[src/rtl/usbd_pkg.sv]
package usbd_pkg;
    typedef enum logic [1:0] {
        DS_RESET  = 2'd0,
        DS_IDLE   = 2'd1,
        DS_ACTIVE = 2'd2,
        DS_CLEAN  = 2'd3
    } dev_st_e;
endpackage

[src/rtl/usbd_pullup_dec.sv]
module usbd_pullup_dec (
    input  logic connected,
    input  logic detach,
    input  logic vbus_ok,
    input  logic low_speed,
    output logic dp_pu,
    output logic dm_pu
);
    logic drive;

    always_comb begin
        drive = connected && !detach && vbus_ok;
        dp_pu = drive && !low_speed;
        dm_pu = drive && low_speed;
    end

    always_comb begin
        AST_ONE_PULLUP: assert (!(dp_pu && dm_pu));
    end
endmodule

[src/rtl/usbd_clean_seq.sv]
module usbd_clean_seq #(
    parameter int STEPS = 4
) (
    input  logic clk,
    input  logic rst_n,
    input  logic start,
    input  logic abort,
    output logic act_detach,
    output logic act_eps,
    output logic act_tgl,
    output logic act_eor,
    output logic busy
);
    localparam int SW = $clog2(STEPS + 1);
    localparam logic [SW-1:0] S_DET = SW'(1);
    localparam logic [SW-1:0] S_EPS = SW'(2);
    localparam logic [SW-1:0] S_TGL = SW'(3);
    localparam logic [SW-1:0] S_EOR = SW'(STEPS);

    logic [SW-1:0] step_d, step_q;

    always_comb begin
        step_d = step_q;
        if (abort)
            step_d = '0;
        else if (step_q == '0)
            step_d = start ? S_DET : '0;
        else if (step_q == S_EOR)
            step_d = '0;
        else
            step_d = step_q + SW'(1);
    end

    always_ff @(posedge clk or negedge rst_n) begin
        if (!rst_n) step_q <= '0;
        else        step_q <= step_d;
    end

    assign act_detach = (step_q == S_DET);
    assign act_eps    = (step_q == S_EPS);
    assign act_tgl    = (step_q == S_TGL);
    assign act_eor    = (step_q == S_EOR);
    assign busy       = (step_q != '0);

    AST_SEQ_ADVANCE: assert property (@(posedge clk) disable iff (!rst_n)
        (busy && !abort && !act_eor) |=> busy);
    AST_SEQ_ONEHOT: assert property (@(posedge clk) disable iff (!rst_n)
        $onehot0({act_detach, act_eps, act_tgl, act_eor}));
endmodule

[src/rtl/usbd_dev_ctrl.sv]
module usbd_dev_ctrl #(
    parameter int NUM_CFG_EP = 6
) (
    input  logic                  clk,
    input  logic                  rst_n,
    input  logic                  macro_en,
    input  logic                  id_dev,
    input  logic                  vbus_ok,
    input  logic                  low_speed,
    input  logic                  detach_wr,
    input  logic                  detach_val,
    input  logic                  frz_clr,
    input  logic                  cfg_wr,
    input  logic [NUM_CFG_EP:0]   cfg_ep_en,
    input  logic [NUM_CFG_EP:0]   cfg_bank,
    input  logic                  bus_rst_det,
    input  logic                  eorst_clr,
    output logic                  dp_pu,
    output logic                  dm_pu,
    output logic                  frz_clk,
    output logic [NUM_CFG_EP:0]   ep_en,
    output logic [NUM_CFG_EP:0]   bank_alloc,
    output logic                  ctl_tgl_clr,
    output logic                  eorst_flag,
    output logic [1:0]            dev_state
);
    import usbd_pkg::*;

    localparam int NUM_EP = NUM_CFG_EP + 1;
    localparam logic [NUM_EP-1:0] CTL_ONLY = NUM_EP'(1);

    typedef struct packed {
        dev_st_e           st;
        logic              detach;
        logic              frz;
        logic [NUM_EP-1:0] ep_en;
        logic [NUM_EP-1:0] bank;
        logic              tgl;
        logic              eorst;
    } regs_t;

    localparam regs_t RST_VAL = '{st: DS_RESET, detach: 1'b1, frz: 1'b1,
                                  ep_en: '0, bank: '0, tgl: 1'b0, eorst: 1'b0};

    regs_t r_d, r_q;
    logic  role_ok, attached, seq_start, seq_abort;
    logic  act_detach, act_eps, act_tgl, act_eor, seq_busy;

    usbd_clean_seq #(.STEPS(4)) u_seq (
        .clk(clk), .rst_n(rst_n), .start(seq_start), .abort(seq_abort),
        .act_detach(act_detach), .act_eps(act_eps), .act_tgl(act_tgl),
        .act_eor(act_eor), .busy(seq_busy)
    );

    usbd_pullup_dec u_pu (
        .connected(r_q.st != DS_RESET), .detach(r_q.detach),
        .vbus_ok(vbus_ok), .low_speed(low_speed),
        .dp_pu(dp_pu), .dm_pu(dm_pu)
    );

    always_comb begin
        r_d       = r_q;
        r_d.tgl   = 1'b0;
        seq_start = 1'b0;
        seq_abort = 1'b0;
        role_ok   = macro_en && id_dev;
        attached  = !r_q.detach && vbus_ok;
        if (!role_ok) begin
            r_d       = RST_VAL;
            seq_abort = 1'b1;
        end else begin
            unique case (r_q.st)
                DS_RESET: r_d.st = DS_IDLE;
                DS_IDLE, DS_ACTIVE: begin
                    if (detach_wr) r_d.detach = detach_val;
                    if (frz_clr)   r_d.frz    = 1'b0;
                    if (cfg_wr) begin
                        r_d.ep_en = cfg_ep_en;
                        r_d.bank  = cfg_bank;
                    end
                    if (eorst_clr) r_d.eorst = 1'b0;
                    if (r_q.st == DS_ACTIVE && bus_rst_det) begin
                        r_d.st    = DS_CLEAN;
                        seq_start = 1'b1;
                    end else begin
                        r_d.st = attached ? DS_ACTIVE : DS_IDLE;
                    end
                end
                DS_CLEAN: begin
                    if (eorst_clr) r_d.eorst = 1'b0;
                    if (act_detach) begin
                        r_d.frz    = 1'b1;
                        r_d.detach = 1'b1;
                    end
                    if (act_eps) begin
                        r_d.ep_en = CTL_ONLY;
                        r_d.bank  = '0;
                    end
                    if (act_tgl) r_d.tgl = 1'b1;
                    if (act_eor) begin
                        r_d.eorst = 1'b1;
                        r_d.st    = DS_IDLE;
                    end
                end
                default: r_d = RST_VAL;
            endcase
        end
    end

    always_ff @(posedge clk or negedge rst_n) begin
        if (!rst_n) r_q <= RST_VAL;
        else        r_q <= r_d;
    end

    assign frz_clk     = r_q.frz;
    assign ep_en       = r_q.ep_en;
    assign bank_alloc  = r_q.bank;
    assign ctl_tgl_clr = r_q.tgl;
    assign eorst_flag  = r_q.eorst;
    assign dev_state   = r_q.st;

    AST_ROLE_DROP: assert property (@(posedge clk) disable iff (!rst_n)
        (!macro_en || !id_dev) |=> (dev_state == 2'd0 && !seq_busy));
    AST_RESET_NO_PULLUP: assert property (@(posedge clk) disable iff (!rst_n)
        (dev_state == 2'd0) |-> (!dp_pu && !dm_pu));
    AST_CLEAN_DETACH: assert property (@(posedge clk) disable iff (!rst_n)
        (act_detach && role_ok) |=> (frz_clk && !dp_pu && !dm_pu));
    AST_CLEAN_EPS: assert property (@(posedge clk) disable iff (!rst_n)
        (act_eps && role_ok) |=> (ep_en == CTL_ONLY && bank_alloc == '0));
    AST_TGL_PULSE: assert property (@(posedge clk) disable iff (!rst_n)
        ctl_tgl_clr |=> !ctl_tgl_clr);
    AST_EOR_STICKY: assert property (@(posedge clk) disable iff (!rst_n)
        (eorst_flag && !eorst_clr && role_ok) |=> eorst_flag);
    AST_CLEAN_ONLY_ACTIVE: assert property (@(posedge clk) disable iff (!rst_n)
        $rose(seq_busy) |-> $past(dev_state == 2'd2));
endmodule

[config.mk]
export PLATFORM = sky130hd
export DESIGN_NAME = usbd_dev_ctrl
export DESIGN_NICKNAME = d
export VERILOG_FILES = /design/src/rtl/usbd_pkg.sv /design/src/rtl/usbd_pullup_dec.sv /design/src/rtl/usbd_clean_seq.sv /design/src/rtl/usbd_dev_ctrl.sv
export SDC_FILE = /design/constraint.sdc
export NUM_CORES = 1
export LEC_CHECK = 0
export BUFFER_PORTS_ARGS = -buffer_cell sky130_fd_sc_hd__buf_2
export CAP_MARGIN = 10
export CORE_MARGIN = 4
export CORE_UTILIZATION = 49
export CTS_BUF_LIST = sky130_fd_sc_hd__clkbuf_16
export DETAILED_ROUTE_END_ITERATION = 8
export PLACE_DENSITY = 0.82
export SLEW_MARGIN = 20
export SYNTH_ARGS = -nofsm -noshare
export SYNTH_HDL_FRONTEND = slang
export SYNTH_HIERARCHICAL = 1
export SYNTH_SLANG_ARGS = --single-unit
[constraint.sdc]
create_clock -name clk -period 2.1 [get_ports clk]
set_clock_uncertainty 0.05 [all_clocks]
set_input_delay 0.105 -clock clk [delete_from_list [all_inputs] [get_ports clk]]
set_output_delay 0.105 -clock clk [all_outputs]
set_load 0.01 [all_outputs]
---- After elaboration in Yosys (flattened, before gate mapping) ----
Index checks and enable logic that the tools add are counted.
Widths: inputs -> output; s select.
cells by class
  equal/unequal tests ..................... 14
  add/sub/neg operators ................... 1
  multiplexer cells ....................... 23
  reductions and logical operators ........ 16
operator list
  operator             number
  $pmux 16 s2          1
  $mux 14              2
  $mux 20              1
  $ne 3x3->1 const B   6
  $mux 1               10
  $mux 3               3
  $reduce_and 3->1     3
  $mux 2               4
  $logic_and 1x1->1    7
  $eq 3x2->1 const B   2
  $pmux 2 s3           1
  $eq 2x2->1 const B   2
  $add 3x1->3 const B  1
  $eq 3x1->1 const B   1
  $eq 3x3->1 const B   1
  $logic_not 3->1      1
  $ne 3x1->1 const B   1
  $eq 2x1->1 const B   1
  $logic_not 1->1      2
  $logic_not 2->1      1
  $pmux 1 s2           1
  $reduce_bool 2->1    1
  $reduce_or 2->1      1
word-level totals
  output and inout port bits .............. 21
  word-level logic and storage cells ...... 62
  input bits .............................. 26
  bits in registers ....................... 23

---- Longest topological paths before layout ----
  depth after elaboration ................. 8
  mapped depth ............................ 7
  gate-level depth less buffers ........... 6

---- Modules after synthesis ----
The synthesis kept the hierarchy.
modules (own cells, without submodules)
  module           area each (um^2)  cells each  seq. area each (um^2)  instances
  usbd_dev_ctrl    1,134.8           125         503.0                  1
  usbd_clean_seq   205.2             20          75.1                   1
  usbd_pullup_dec  23.8              2           0.0                    1

---- Least setup slack after synthesis ----
OpenSTA, ideal clock, no wires.
  path type ............................... flip-flop to flip-flop
  start ................................... register r_q (netlist bit dev_state[0])
  end ..................................... register r_q (netlist bit ep_en[0])
  path buffers ............................ 2
  stages on the path, launching flop included .. 8
  setup slack ............................. 0.519 ns
  setup time .............................. 0.119 ns
  arrival time ............................ 1.412 ns
  period minus slack after synthesis ...... 1.581 ns
  data required time ...................... 1.931 ns
  path through ............................ dfrtp_1 inv_1 ha_1 buf_2 mux2i_4 buf_6 nor2_1 o21a_1
between the ends
  cells in the longest elaborated chain, start to end .. 4
  elaborated cells between the ends (all ways) .. 10
  those cells by class .................... eq/ne (6); mux (2); reduce/logical (2)
RTL lines
  item                                                                 RTL line              source
  start, declared                                                      usbd_dev_ctrl.sv:45   regs_t r_d, r_q;
  start signal, assigned                                               usbd_dev_ctrl.sv:112  else r_q <= r_d;
  $eq 2x2->1 / $eq 2x1->1 (equally long branches)                      usbd_dev_ctrl.sv:72   unique case (r_q.st)
  $reduce_or 2->1                                                      usbd_dev_ctrl.sv:72
  $ne 3x3->1 (no source line), or another cell as far along            -
  $reduce_and 3->1 (no source line) / $mux 20 (equally long branches)  -
Several ways; a longest one is shown, not always the timed one.
A chain may end at the register's enable or synchronous reset.

---- Final worst setup path ----
  start ................................... register r_q (netlist bit dev_state[1])
  end ..................................... register r_q (netlist bit bank_alloc[3])
The elaborated chain is that of the path after synthesis.

==> flow_summary.yaml <==
worst_setup_path:
  cp_cell_sequence: "ha_1 -> mux2i_4 -> o21ai_0 -> a21oi_1"
  crit_type: "register to register"
  critPathMaxFanout: 14
  cp.required_ns: 2.23
  cp-end-kind: "register"
  rrSetupSlack_ns: 0.28
  reg2reg_to: "bank_alloc[3]"
  crit_slowest_cell: "mux2i_4"
  reg2reg_depth: 4
  r2r_start: "dev_state[1]"
  cp_slowest_stage_delay_ns: 0.52
  cp-start-kind: "register"
  path_buf_inv: 0
  critPathArrivalTime_ns: 1.95
  cp_top_family: "multiplexers"
power_and_ir_drop:
  power.density_nw_per_um2: 614
  internal_power_mw: 0.742
  comb_power_share: 0.092
  p_leak_nw: 0.788
  p_sw_frac: 0.223
  seq_power_share: 0.474
  power.switching_mw: 0.214
  irDropWorstVdd_mv: 0.376
  p_clk_frac: 0.434
clock_network:
  h-tree-depth: 1
  cts_tree: "done"
  cts_hold_buf: 1
  cts_resized: 0
  cts_setup_buffers: 0
  clk-insertion-delay-late_ns: 0.25
  clk_pin_slew_ns: 0.06
  cts_buffer_depth: 2
  numCtsBuffers: 3
  cts_sinks: 23
  cts_root_buffer: "clkbuf_16"
global_route:
  grt_pass1_vias: 1016
  grt_pass1_wl_mm: 4.46
  gr-usage-all-layers: 0.162
  grt_remaining_overflow: 0
  antenna_found_initial: 0
  grt_max_degree: 24
min_path:
  hp-start: "id_dev"
  hold_end: "r_q[17]"
  worst_hold_path_type: "input port to register"
  hold_depth: 2
floorplanning:
  core_area_um2: 2570
  rows: 18
  dieArea_um2: 3680
  die_y_um: 60.7
  ios: 47
  start_util: 0.530
  die_x_um: 60.7
timing:
  max_slew_margin: 0.617
  rsz0062_at_grt: "no"
  hold_violations: 0
  fmax_ghz: 0.550
  tns_ns: 0
  fin_crit_sh: 0.866
  setup_viol: 0
  fin_ws_ns: 0.280
  fin_crit_ns: 1.82
  hold_ws_ns: 0.0178
  tightest_slew_ns: 0.572
  slew_viol_final: 0
layout:
  register_area_um2: 578
  instances_no_fill: 206
  syn_to_final_growth_pct: 14.5
  drive_gt1_frac: 0.347
  layout_commonest_cell: "buf_2"
  multi_input_area_um2: 573
  mostFrequentLayoutCells: "buf_2, dfrtp_1, nand2_1"
  fin_nets: 211
  antennaDiodeCount: 0
  fillers: 224
routing:
  wl_per_cell_um: 14.2
  detail-route-antenna-nets: 0
  wl_mm: 2.93
  dr.pass1.iters: 4
  num_vias: 1066
  viasPerCell: 5.17
  drc_errors: 0
  drt_iter0_markers: 54
synth:
  synth.cell_area_um2: 1360
  syn_inst: 146
  syn_nets: 180
  synth_warnings: 6
  avgSynthCellArea_um2: 9.32
placement:
  gp_congestion: 0.764
  place_worst_setup_slack_ns: 0.308
  place_inst: 201
  io_buffers: 46
  dp_hpwl_mm: 2.13
run:
  drv.max_cap_violation_count: 0
status:
  status: "finished clean"
## registers in the layout, indices dropped and copies added, names as in the netlist
signal	flops
bank_alloc	7
ep_en	7
u_seq/step_q	3
dev_state	2
ctl_tgl_clr	1
eorst_flag	1
frz_clk	1
r_q	1
## per-stage QoR
stage                     instance area [µm²]  total power, mW  utilization
after floorplan                          1360            0.511            -
after global placement                   1470            0.544        0.572
after detailed placement                 1470            0.547        0.572
after CTS                                1560            0.965        0.607
after global routing                     1560            0.987        0.607
final                                    1560            0.956        0.607
## how the worst max path moves through the flow
stage / startpoint / to / slack [ns] / cells after the start
finish: dev_state[1] / bank_alloc[3] / 0.28 / 4
global route: dev_state[1] / bank_alloc[3] / 0.1 / 4
CTS: dev_state[1] / bank_alloc[5] / 0.28 / 4
detailed placement: dev_state[0] / ep_en[5] / 0.31 / 6
global placement: dev_state[0] / ep_en[5] / 0.34 / 6
floorplan: dev_state[0] / ep_en[0] / 0.52 / 7
## cell type report
type	instances	area share
sequential	23	0.371
multi-input combinational	92	0.368
timing repair buffer	50	0.169
clock buffer	3	0.0482
tap	30	0.0241
inverter	7	0.0169
clock inverter	1	0.00321
## per-layer routing
layer  up-vias  track usage  wire [µm]
met5         -            0          0
met1       507        0.193       1220
met3         4       0.0362        161
met4         0       0.0650         35
met2        27        0.282       1520
li1        528            -          -
## worst reg2reg max path, stage by stage (launching register included)
cell and delay [ns]:
dfrtp_1 0.39, ha_1 0.45, mux2i_4 0.52, o21ai_0 0.16, a21oi_1 0.18
## power by group through the flow
stage | registers, mW | logic (mW) | clock network [mW]
floorplan | 0.461 | 0.0498 | 0
global placement | 0.461 | 0.0834 | 0
detailed placement | 0.461 | 0.0860 | 0
CTS | 0.453 | 0.0882 | 0.423
global route | 0.454 | 0.0979 | 0.435
finish | 0.453 | 0.0876 | 0.415
Note: power is estimated with default switching activity, not from simulation.
